$ cat src/rtl/alu_pkg.sv
package alu_pkg;
  localparam int XLEN  = 32;
  localparam int NREG  = 32;
  localparam int IMMW  = 13;
  localparam int UPW   = 22;
  localparam int SHW   = $clog2(XLEN);

  typedef enum logic [3:0] {
    OP_ADD  = 4'd0,
    OP_ADDC = 4'd1,
    OP_SUB  = 4'd2,
    OP_SUBC = 4'd3,
    OP_AND  = 4'd4,
    OP_ANDN = 4'd5,
    OP_OR   = 4'd6,
    OP_ORN  = 4'd7,
    OP_XOR  = 4'd8,
    OP_XNOR = 4'd9,
    OP_SLL  = 4'd10,
    OP_SRL  = 4'd11,
    OP_SRA  = 4'd12,
    OP_UPR  = 4'd13,
    OP_TADD = 4'd14,
    OP_TSUB = 4'd15
  } alu_op_e;

  typedef struct packed {
    logic n;
    logic z;
    logic v;
    logic c;
  } cc_t;
endpackage

$ cat src/rtl/alu_regfile.sv
module alu_regfile #(
  parameter int XLEN = 32,
  parameter int NREG = 32,
  parameter int AW   = $clog2(NREG)
) (
  input  logic            clk,
  input  logic            rst_n,
  input  logic [AW-1:0]   raddr_a,
  input  logic [AW-1:0]   raddr_b,
  output logic [XLEN-1:0] rdata_a,
  output logic [XLEN-1:0] rdata_b,
  input  logic            wen,
  input  logic [AW-1:0]   waddr,
  input  logic [XLEN-1:0] wdata
);
  logic [XLEN-1:0] regs [NREG];

  for (genvar g = 0; g < NREG; g++) begin : g_reg
    if (g == 0) begin : g_zero
      assign regs[g] = '0;
    end else begin : g_store
      logic load_en;
      assign load_en = wen && (waddr == AW'(g));
      always_ff @(posedge clk or negedge rst_n) begin
        if (!rst_n)       regs[g] <= '0;
        else if (load_en) regs[g] <= wdata;
      end
    end
  end

  assign rdata_a = regs[raddr_a];
  assign rdata_b = regs[raddr_b];
endmodule

$ cat src/rtl/alu_operand_sel.sv
module alu_operand_sel #(
  parameter int XLEN = 32,
  parameter int IMMW = 13
) (
  input  logic            use_imm,
  input  logic [IMMW-1:0] imm,
  input  logic [XLEN-1:0] reg_val,
  output logic [XLEN-1:0] opb
);
  logic [XLEN-1:0] imm_ext;
  assign imm_ext = {{(XLEN-IMMW){imm[IMMW-1]}}, imm};
  assign opb     = use_imm ? imm_ext : reg_val;
endmodule

$ cat src/rtl/alu_addsub.sv
module alu_addsub #(
  parameter int XLEN = 32
) (
  input  logic [XLEN-1:0] a,
  input  logic [XLEN-1:0] b,
  input  logic            sub,
  input  logic            use_c,
  input  logic            c_flag,
  output logic [XLEN-1:0] sum,
  output logic            carry,
  output logic            ovf
);
  logic [XLEN-1:0] b_eff;
  logic            cin;
  logic [XLEN:0]   wide;

  always_comb begin
    b_eff = sub ? ~b : b;
    if (sub) cin = use_c ? ~c_flag : 1'b1;
    else     cin = use_c ?  c_flag : 1'b0;
    wide  = {1'b0, a} + {1'b0, b_eff} + {{XLEN{1'b0}}, cin};
    sum   = wide[XLEN-1:0];
    carry = sub ? ~wide[XLEN] : wide[XLEN];
    ovf   = (a[XLEN-1] == b_eff[XLEN-1]) && (sum[XLEN-1] != a[XLEN-1]);
  end
endmodule

$ cat src/rtl/alu_core.sv
module alu_core
  import alu_pkg::*;
#(
  parameter int XLEN = 32,
  parameter int UPW  = 22,
  parameter int SHW  = $clog2(XLEN)
) (
  input  alu_op_e         op,
  input  logic            set_cc,
  input  logic            trap_en,
  input  logic [XLEN-1:0] opa,
  input  logic [XLEN-1:0] opb,
  input  logic [UPW-1:0]  imm_up,
  input  logic            c_flag,
  output logic [XLEN-1:0] res,
  output cc_t             cc_next,
  output logic            cc_update,
  output logic            tag_trap
);
  logic            is_sub, is_usec, is_tag, is_arith, is_noflag;
  logic [XLEN-1:0] sum;
  logic            carry, ovf, tag_nz, v_arith;
  logic [SHW-1:0]  shamt;

  always_comb begin
    is_sub    = (op == OP_SUB) || (op == OP_SUBC) || (op == OP_TSUB);
    is_usec   = (op == OP_ADDC) || (op == OP_SUBC);
    is_tag    = (op == OP_TADD) || (op == OP_TSUB);
    is_arith  = is_tag || (op == OP_ADD) || (op == OP_ADDC) ||
                (op == OP_SUB) || (op == OP_SUBC);
    is_noflag = (op == OP_SLL) || (op == OP_SRL) ||
                (op == OP_SRA) || (op == OP_UPR);
  end

  alu_addsub #(.XLEN(XLEN)) u_addsub (
    .a      (opa),
    .b      (opb),
    .sub    (is_sub),
    .use_c  (is_usec),
    .c_flag (c_flag),
    .sum    (sum),
    .carry  (carry),
    .ovf    (ovf)
  );

  assign shamt   = opb[SHW-1:0];
  assign tag_nz  = (|opa[1:0]) || (|opb[1:0]);
  assign v_arith = ovf || (is_tag && tag_nz);

  always_comb begin
    unique case (op)
      OP_AND:  res = opa & opb;
      OP_ANDN: res = opa & ~opb;
      OP_OR:   res = opa | opb;
      OP_ORN:  res = opa | ~opb;
      OP_XOR:  res = opa ^ opb;
      OP_XNOR: res = ~(opa ^ opb);
      OP_SLL:  res = opa << shamt;
      OP_SRL:  res = opa >> shamt;
      OP_SRA:  res = $unsigned($signed(opa) >>> shamt);
      OP_UPR:  res = {imm_up, {(XLEN-UPW){1'b0}}};
      default: res = sum;
    endcase
  end

  always_comb begin
    cc_next.n = res[XLEN-1];
    cc_next.z = (res == '0);
    cc_next.v = is_arith ? v_arith : 1'b0;
    cc_next.c = is_arith ? carry   : 1'b0;
    cc_update = set_cc && !is_noflag;
    tag_trap  = is_tag && trap_en && v_arith;
  end

  always_comb begin
    if (op == OP_UPR) begin
      assert_upper_low_clear_R6: assert (res[XLEN-UPW-1:0] == '0);
    end
  end
endmodule

$ cat src/rtl/int_exec_unit.sv
module int_exec_unit
  import alu_pkg::*;
(
  input  logic        clk,
  input  logic        rst_n,
  input  logic        op_valid,
  input  logic [3:0]  op_sel,
  input  logic        set_cc,
  input  logic        trap_en,
  input  logic [4:0]  rd_addr,
  input  logic [4:0]  rs1_addr,
  input  logic [4:0]  rs2_addr,
  input  logic        use_imm,
  input  logic [12:0] imm13,
  input  logic [21:0] imm22,
  output logic [31:0] result_o,
  output logic [3:0]  cc_o,
  output logic        trap_o
);
  localparam int AW = $clog2(NREG);

  logic            rst_q1, rst_n_s;
  logic [XLEN-1:0] opa, rs2_val, opb, res;
  cc_t             cc_q, cc_d, cc_calc;
  logic            cc_update, tag_trap;
  logic            wen, cc_en, res_en, trap_d;
  logic [XLEN-1:0] res_q, res_d;
  logic            trap_q;
  alu_op_e         op;

  always_ff @(posedge clk or negedge rst_n) begin
    if (!rst_n) begin
      rst_q1  <= 1'b0;
      rst_n_s <= 1'b0;
    end else begin
      rst_q1  <= 1'b1;
      rst_n_s <= rst_q1;
    end
  end

  assign op = alu_op_e'(op_sel);

  alu_regfile #(.XLEN(XLEN), .NREG(NREG), .AW(AW)) u_regfile (
    .clk     (clk),
    .rst_n   (rst_n_s),
    .raddr_a (rs1_addr),
    .raddr_b (rs2_addr),
    .rdata_a (opa),
    .rdata_b (rs2_val),
    .wen     (wen),
    .waddr   (rd_addr),
    .wdata   (res)
  );

  alu_operand_sel #(.XLEN(XLEN), .IMMW(IMMW)) u_opsel (
    .use_imm (use_imm),
    .imm     (imm13),
    .reg_val (rs2_val),
    .opb     (opb)
  );

  alu_core #(.XLEN(XLEN), .UPW(UPW), .SHW(SHW)) u_core (
    .op        (op),
    .set_cc    (set_cc),
    .trap_en   (trap_en),
    .opa       (opa),
    .opb       (opb),
    .imm_up    (imm22),
    .c_flag    (cc_q.c),
    .res       (res),
    .cc_next   (cc_calc),
    .cc_update (cc_update),
    .tag_trap  (tag_trap)
  );

  // next-state logic
  always_comb begin
    wen    = op_valid && !tag_trap;
    cc_en  = op_valid && cc_update && !tag_trap;
    res_en = op_valid;
    trap_d = op_valid && tag_trap;
    cc_d   = cc_en  ? cc_calc : cc_q;
    res_d  = res_en ? res     : res_q;
  end

  // state registers
  always_ff @(posedge clk or negedge rst_n_s) begin
    if (!rst_n_s) begin
      cc_q   <= '0;
      res_q  <= '0;
      trap_q <= 1'b0;
    end else begin
      cc_q   <= cc_d;
      res_q  <= res_d;
      trap_q <= trap_d;
    end
  end

  assign result_o = res_q;
  assign cc_o     = cc_q;
  assign trap_o   = trap_q;

  assert_reg0_reads_zero_R8: assert property (@(posedge clk) disable iff (!rst_n_s)
    (op_valid && rs1_addr == '0) |-> (opa == '0));

  assert_flags_hold_R7: assert property (@(posedge clk) disable iff (!rst_n_s)
    !(op_valid && set_cc) |=> $stable(cc_o));

  assert_shift_keeps_flags_R5: assert property (@(posedge clk) disable iff (!rst_n_s)
    (op_valid && (op == OP_SLL || op == OP_SRL || op == OP_SRA || op == OP_UPR)) |=> $stable(cc_o));

  assert_trap_keeps_flags_R10: assert property (@(posedge clk) disable iff (!rst_n_s)
    trap_o |-> $stable(cc_o));

  assert_zero_flag_R3: assert property (@(posedge clk) disable iff (!rst_n_s)
    (op_valid && set_cc && !tag_trap && (op == OP_ADD || op == OP_SUB))
      |=> (cc_o[2] == (result_o == '0)));
endmodule

$ cat config.mk
export PLATFORM = sky130hd
export DESIGN_NAME = int_exec_unit
export DESIGN_NICKNAME = d
export VERILOG_FILES = /design/src/rtl/alu_pkg.sv /design/src/rtl/alu_regfile.sv /design/src/rtl/alu_operand_sel.sv /design/src/rtl/alu_addsub.sv /design/src/rtl/alu_core.sv /design/src/rtl/int_exec_unit.sv
export SDC_FILE = /design/constraint.sdc
export NUM_CORES = 2
export LEC_CHECK = 0
export ABC_CLOCK_PERIOD_IN_PS = 44900
export BUFFER_PORTS_ARGS = -buffer_cell sky130_fd_sc_hd__buf_2
export CAP_MARGIN = 5
export CELL_PAD_IN_SITES_DETAIL_PLACEMENT = 2
export CELL_PAD_IN_SITES_GLOBAL_PLACEMENT = 2
export CORE_MARGIN = 2
export CORE_UTILIZATION = 43
export DETAILED_ROUTE_END_ITERATION = 6
export PLACE_DENSITY = 0.8
export SETUP_SLACK_MARGIN = 0.2
export SYNTH_ARGS = -nofsm -noshare
export SYNTH_HDL_FRONTEND = slang
export SYNTH_SLANG_ARGS = --single-unit
$ cat constraint.sdc
create_clock -name clk -period 44.9 [get_ports clk]
set_clock_uncertainty 0.1 [all_clocks]
set_input_delay 2.245 -clock clk [delete_from_list [all_inputs] [get_ports clk]]
set_output_delay 2.245 -clock clk [all_outputs]
set_load 0.05 [all_outputs]
==> flow_summary.toml <==
[run_status]
status = "complete, but fails checks"
violations = "design-rule violations"

[routing]
drc = 1
wl_um = 275000
vias = 53300
wl_per_cell_um = 36.2
drt_pass1_iterations = 7
vias_per_cell = 7.00
drtIter0Drc = 5695
ant_nets = 0

[clocking]
cts_tree = "yes"
clock_sinks = 1031
cts_hold_buffers = 0
path_clk_slew_ns = 0.06
clock_path_buffers = 3
clock_latency_ns = 0.78
ctsResizeCount = 0
cts_made_buffers = 115
clockRootBuffer = "clkbuf_16"
h-tree-depth = 3
post_cts_buffers = 0

[timing]
tightest_slew_ns = 1.25
setup_tns_ns = 0
max_freq_ghz = 0.0829
timing.final.crit_share = 0.269
setup_violations = 0
slew_violations = 0
min_period_ns = 12.06
max_slew_margin = 0.170
hold_violations = 0
rsz0062_at_grt = "false"

[final_layout]
num-fill-cells = 14300
final_layout_size_suffix_gt1_frac = 0.195
finalNetCount = 5720
areaGrowthSynthToFinish_pct = 9.28

[floorplanning]
die_h_um = 381
coreArea_um2 = 141000
dieArea_um2 = 145000
ios = 97
die_x_um = 381
start_util = 0.432
std_cell_rows = 138

[min_path]
min_path_type = "reg -> reg"

[critical_path]
crit_top_cell = "buf_4"
critPathKind = "in -> reg"
slowest_delay_ns = 1.14
required_ns = 45.41
rrSetupSlack_ns = 36.04
crit_chain = "buf_4 -> buf_4 -> buf_4 -> clkinv_1 -> o211a_1 -> o41ai_4 -> buf_4 -> xnor2_1 -> fa_1 -> a21o_1 -> a21oi_1 -> o21ai_0 -> a41o_1 -> o21ai_1 -> a211oi_1 -> a2111oi_0 -> o311a_1 -> o21ai_0 -> nor3b_1 -> o211ai_1 -> buf_4 -> nand3_4 -> o21ai_0"
worstPathMaxFanout = 63
cp.arrival_ns = 12.57
worst_setup_path_start_kind = "primary input"
endpoint_kind = "flip-flop"
cp_slowest_cell = "nand3_4"

[place]
portBuffers = 96
hpwl_um = 171000
gp_congestion = 0.940

[yosys]
yosysUniqueCellTypes = 116
synth_area_um2 = 61000
ys_seq_area_frac = 0.423
syn_inst = 5843
syn_nets = 5937
synth_flop_cell = "dfrtp_1"
synth-edff-count = 0
ys_ff_latch = 1031
syn-mean-instance-area_um2 = 10.4
async_flop_share = 1.00
ys_warn_count = 0

[global_route]
grt_start_max_net_pins = 167
grt_pass1_vias = 58000
use_met1 = 0.480
grt_use_met3 = 0.0873
grt_pass1_wl_um = 407000
grt_usage = 0.378
top_usage_layer = "met2"
antenna_found_initial = 19
met2_usage = 0.593
grt_overflow = 0

[pwr]
p_leak_nw = 28.2
ir_drop_v = 0.0000332
total_power_mw = 3.67
cellPowerDensity_nw_per_um2 = 55.1

[job]
maxCapViolations = 0
-- worst max-delay path: cells and delay by family --
family          cells  cell delay, ns
buf+inv             6            3.63
fa+ha+maj           1            0.46
xor+xnor            1            0.13
simple gates        2            1.33
compound gates     13            4.56
-- worst paths after layout --
kind                                            end  cells past startpoint           startpoint
worst max register to register  u_regfile.regs[592]                     21  u_regfile.regs[256]
worst min-delay path                        rst_n_s                      0               rst_q1
worst max-delay path            u_regfile.regs[592]                     23          rs2_addr[2]
worst min register to register              rst_n_s                      0               rst_q1
min in group asynchronous       u_regfile.regs[125]                      0              rst_n_s
max in group asynchronous       u_regfile.regs[905]                      3              rst_n_s
-- state kept, by name (all words and copies together) (netlist names) --
| signal | cells |
|---|---|
| rst_n_s | 1 |
| result_o | 32 |
| rst_q1 | 1 |
| u_regfile.regs | 992 |
| cc_o | 4 |
| trap_o | 1 |
-- cells by family after synthesis --
logic type | after synthesis | share of synthesized area
other | 1 | 0.0000615
buffers and inverters | 620 | 0.0508
and+or+nand+nor | 1526 | 0.103
muxes | 807 | 0.230
AOI/OAI and AO/OA | 1699 | 0.168
DFF | 1031 | 0.423
xor gates and xnor gates | 109 | 0.0156
adders and majority gates | 50 | 0.00993
-- report_power, final --
part           internal, mW  switching (mW)
clock network         0.560           0.428
registers              1.19           0.244
logic                 0.478           0.774
-- synthesized netlist by cell type, drive strengths merged (12+ instances only) --
cell | n | area (um^2)
nand2 | 1113 | 4180
o21ai | 1048 | 5250
dfrtp | 1031 | 25800
mux4 | 460 | 10400
buf | 290 | 1860
clkbuf | 279 | 1050
mux2i | 231 | 2330
nor2 | 182 | 696
a21oi | 156 | 800
mux2 | 116 | 1310
a221oi | 89 | 811
xnor2 | 80 | 701
nand3 | 68 | 345
o22ai | 62 | 400
inv | 49 | 184
a22oi | 46 | 360
nor3 | 46 | 235
o211ai | 40 | 320
a211oi | 34 | 280
ha | 32 | 400
xor2 | 29 | 254
o22a | 26 | 228
a22o | 25 | 219
a31oi | 18 | 134
and2 | 16 | 100
and3 | 16 | 100
maj3 | 16 | 165
o221ai | 16 | 146
a21o | 15 | 113
nor2b | 13 | 81.3
or3 | 12 | 75.1
-- layout make-up --
cell class              instances  area, um^2  area share
clock inverters                53         606     0.00908
repair buffers                235        1650      0.0248
well taps                    1890        2360      0.0355
clock buffers                 160        3260      0.0489
inverters                      51         194     0.00291
flip-flops and latches       1031       25800       0.387
diodes                          3        7.51    0.000113
multi-input cells            4192       32800       0.492
-- through the flow --
stage | util | hold WS [ns] | cell area [um^2] | std cells | setup slack, ns
after floorplan | - | 0.231 | 61000 | 5843 | 13.93
after global placement | 0.444 | 0.244 | 62800 | 7398 | 32.55
after detailed placement | 0.444 | 0.242 | 62800 | 7398 | 32.25
after CTS | 0.472 | 0.266 | 66600 | 7611 | 33.04
after global routing | 0.472 | 0.278 | 66700 | 7612 | 32.39
final | 0.472 | 0.262 | 66700 | 7615 | 32.84
-- placed cells by master, fill, tap and decap left out, types with 26 or more instances in the layout --
cell type	synthesis	final
o21ai_1	44	42
nor2_1	177	172
a22oi_1	43	43
o22ai_1	60	57
clkbuf_1	279	26
inv_1	47	46
a21oi_1	153	151
buf_2	170	89
nand3_1	67	35
nand2_1	1112	1112
a211oi_1	29	28
o21ai_0	1004	1003
mux2i_1	228	228
o211ai_1	36	36
a221oi_1	84	83
nor3_1	45	45
buf_4	67	135
clkbuf_16	0	117
mux2_2	102	102
mux4_2	460	460
xnor2_1	80	80
xor2_1	29	29
nand3_4	0	31
dfrtp_1	1031	1030
ha_1	32	32
-- per-layer routing --
metal | vias to the layer above | part of all wire
li1 | 21100 | -
met1 | 28400 | 0.38
met2 | 2915 | 0.46
met3 | 910 | 0.091
met4 | 10 | 0.065
met5 | - | 0.00027
Power figures use the tool's default switching activity.
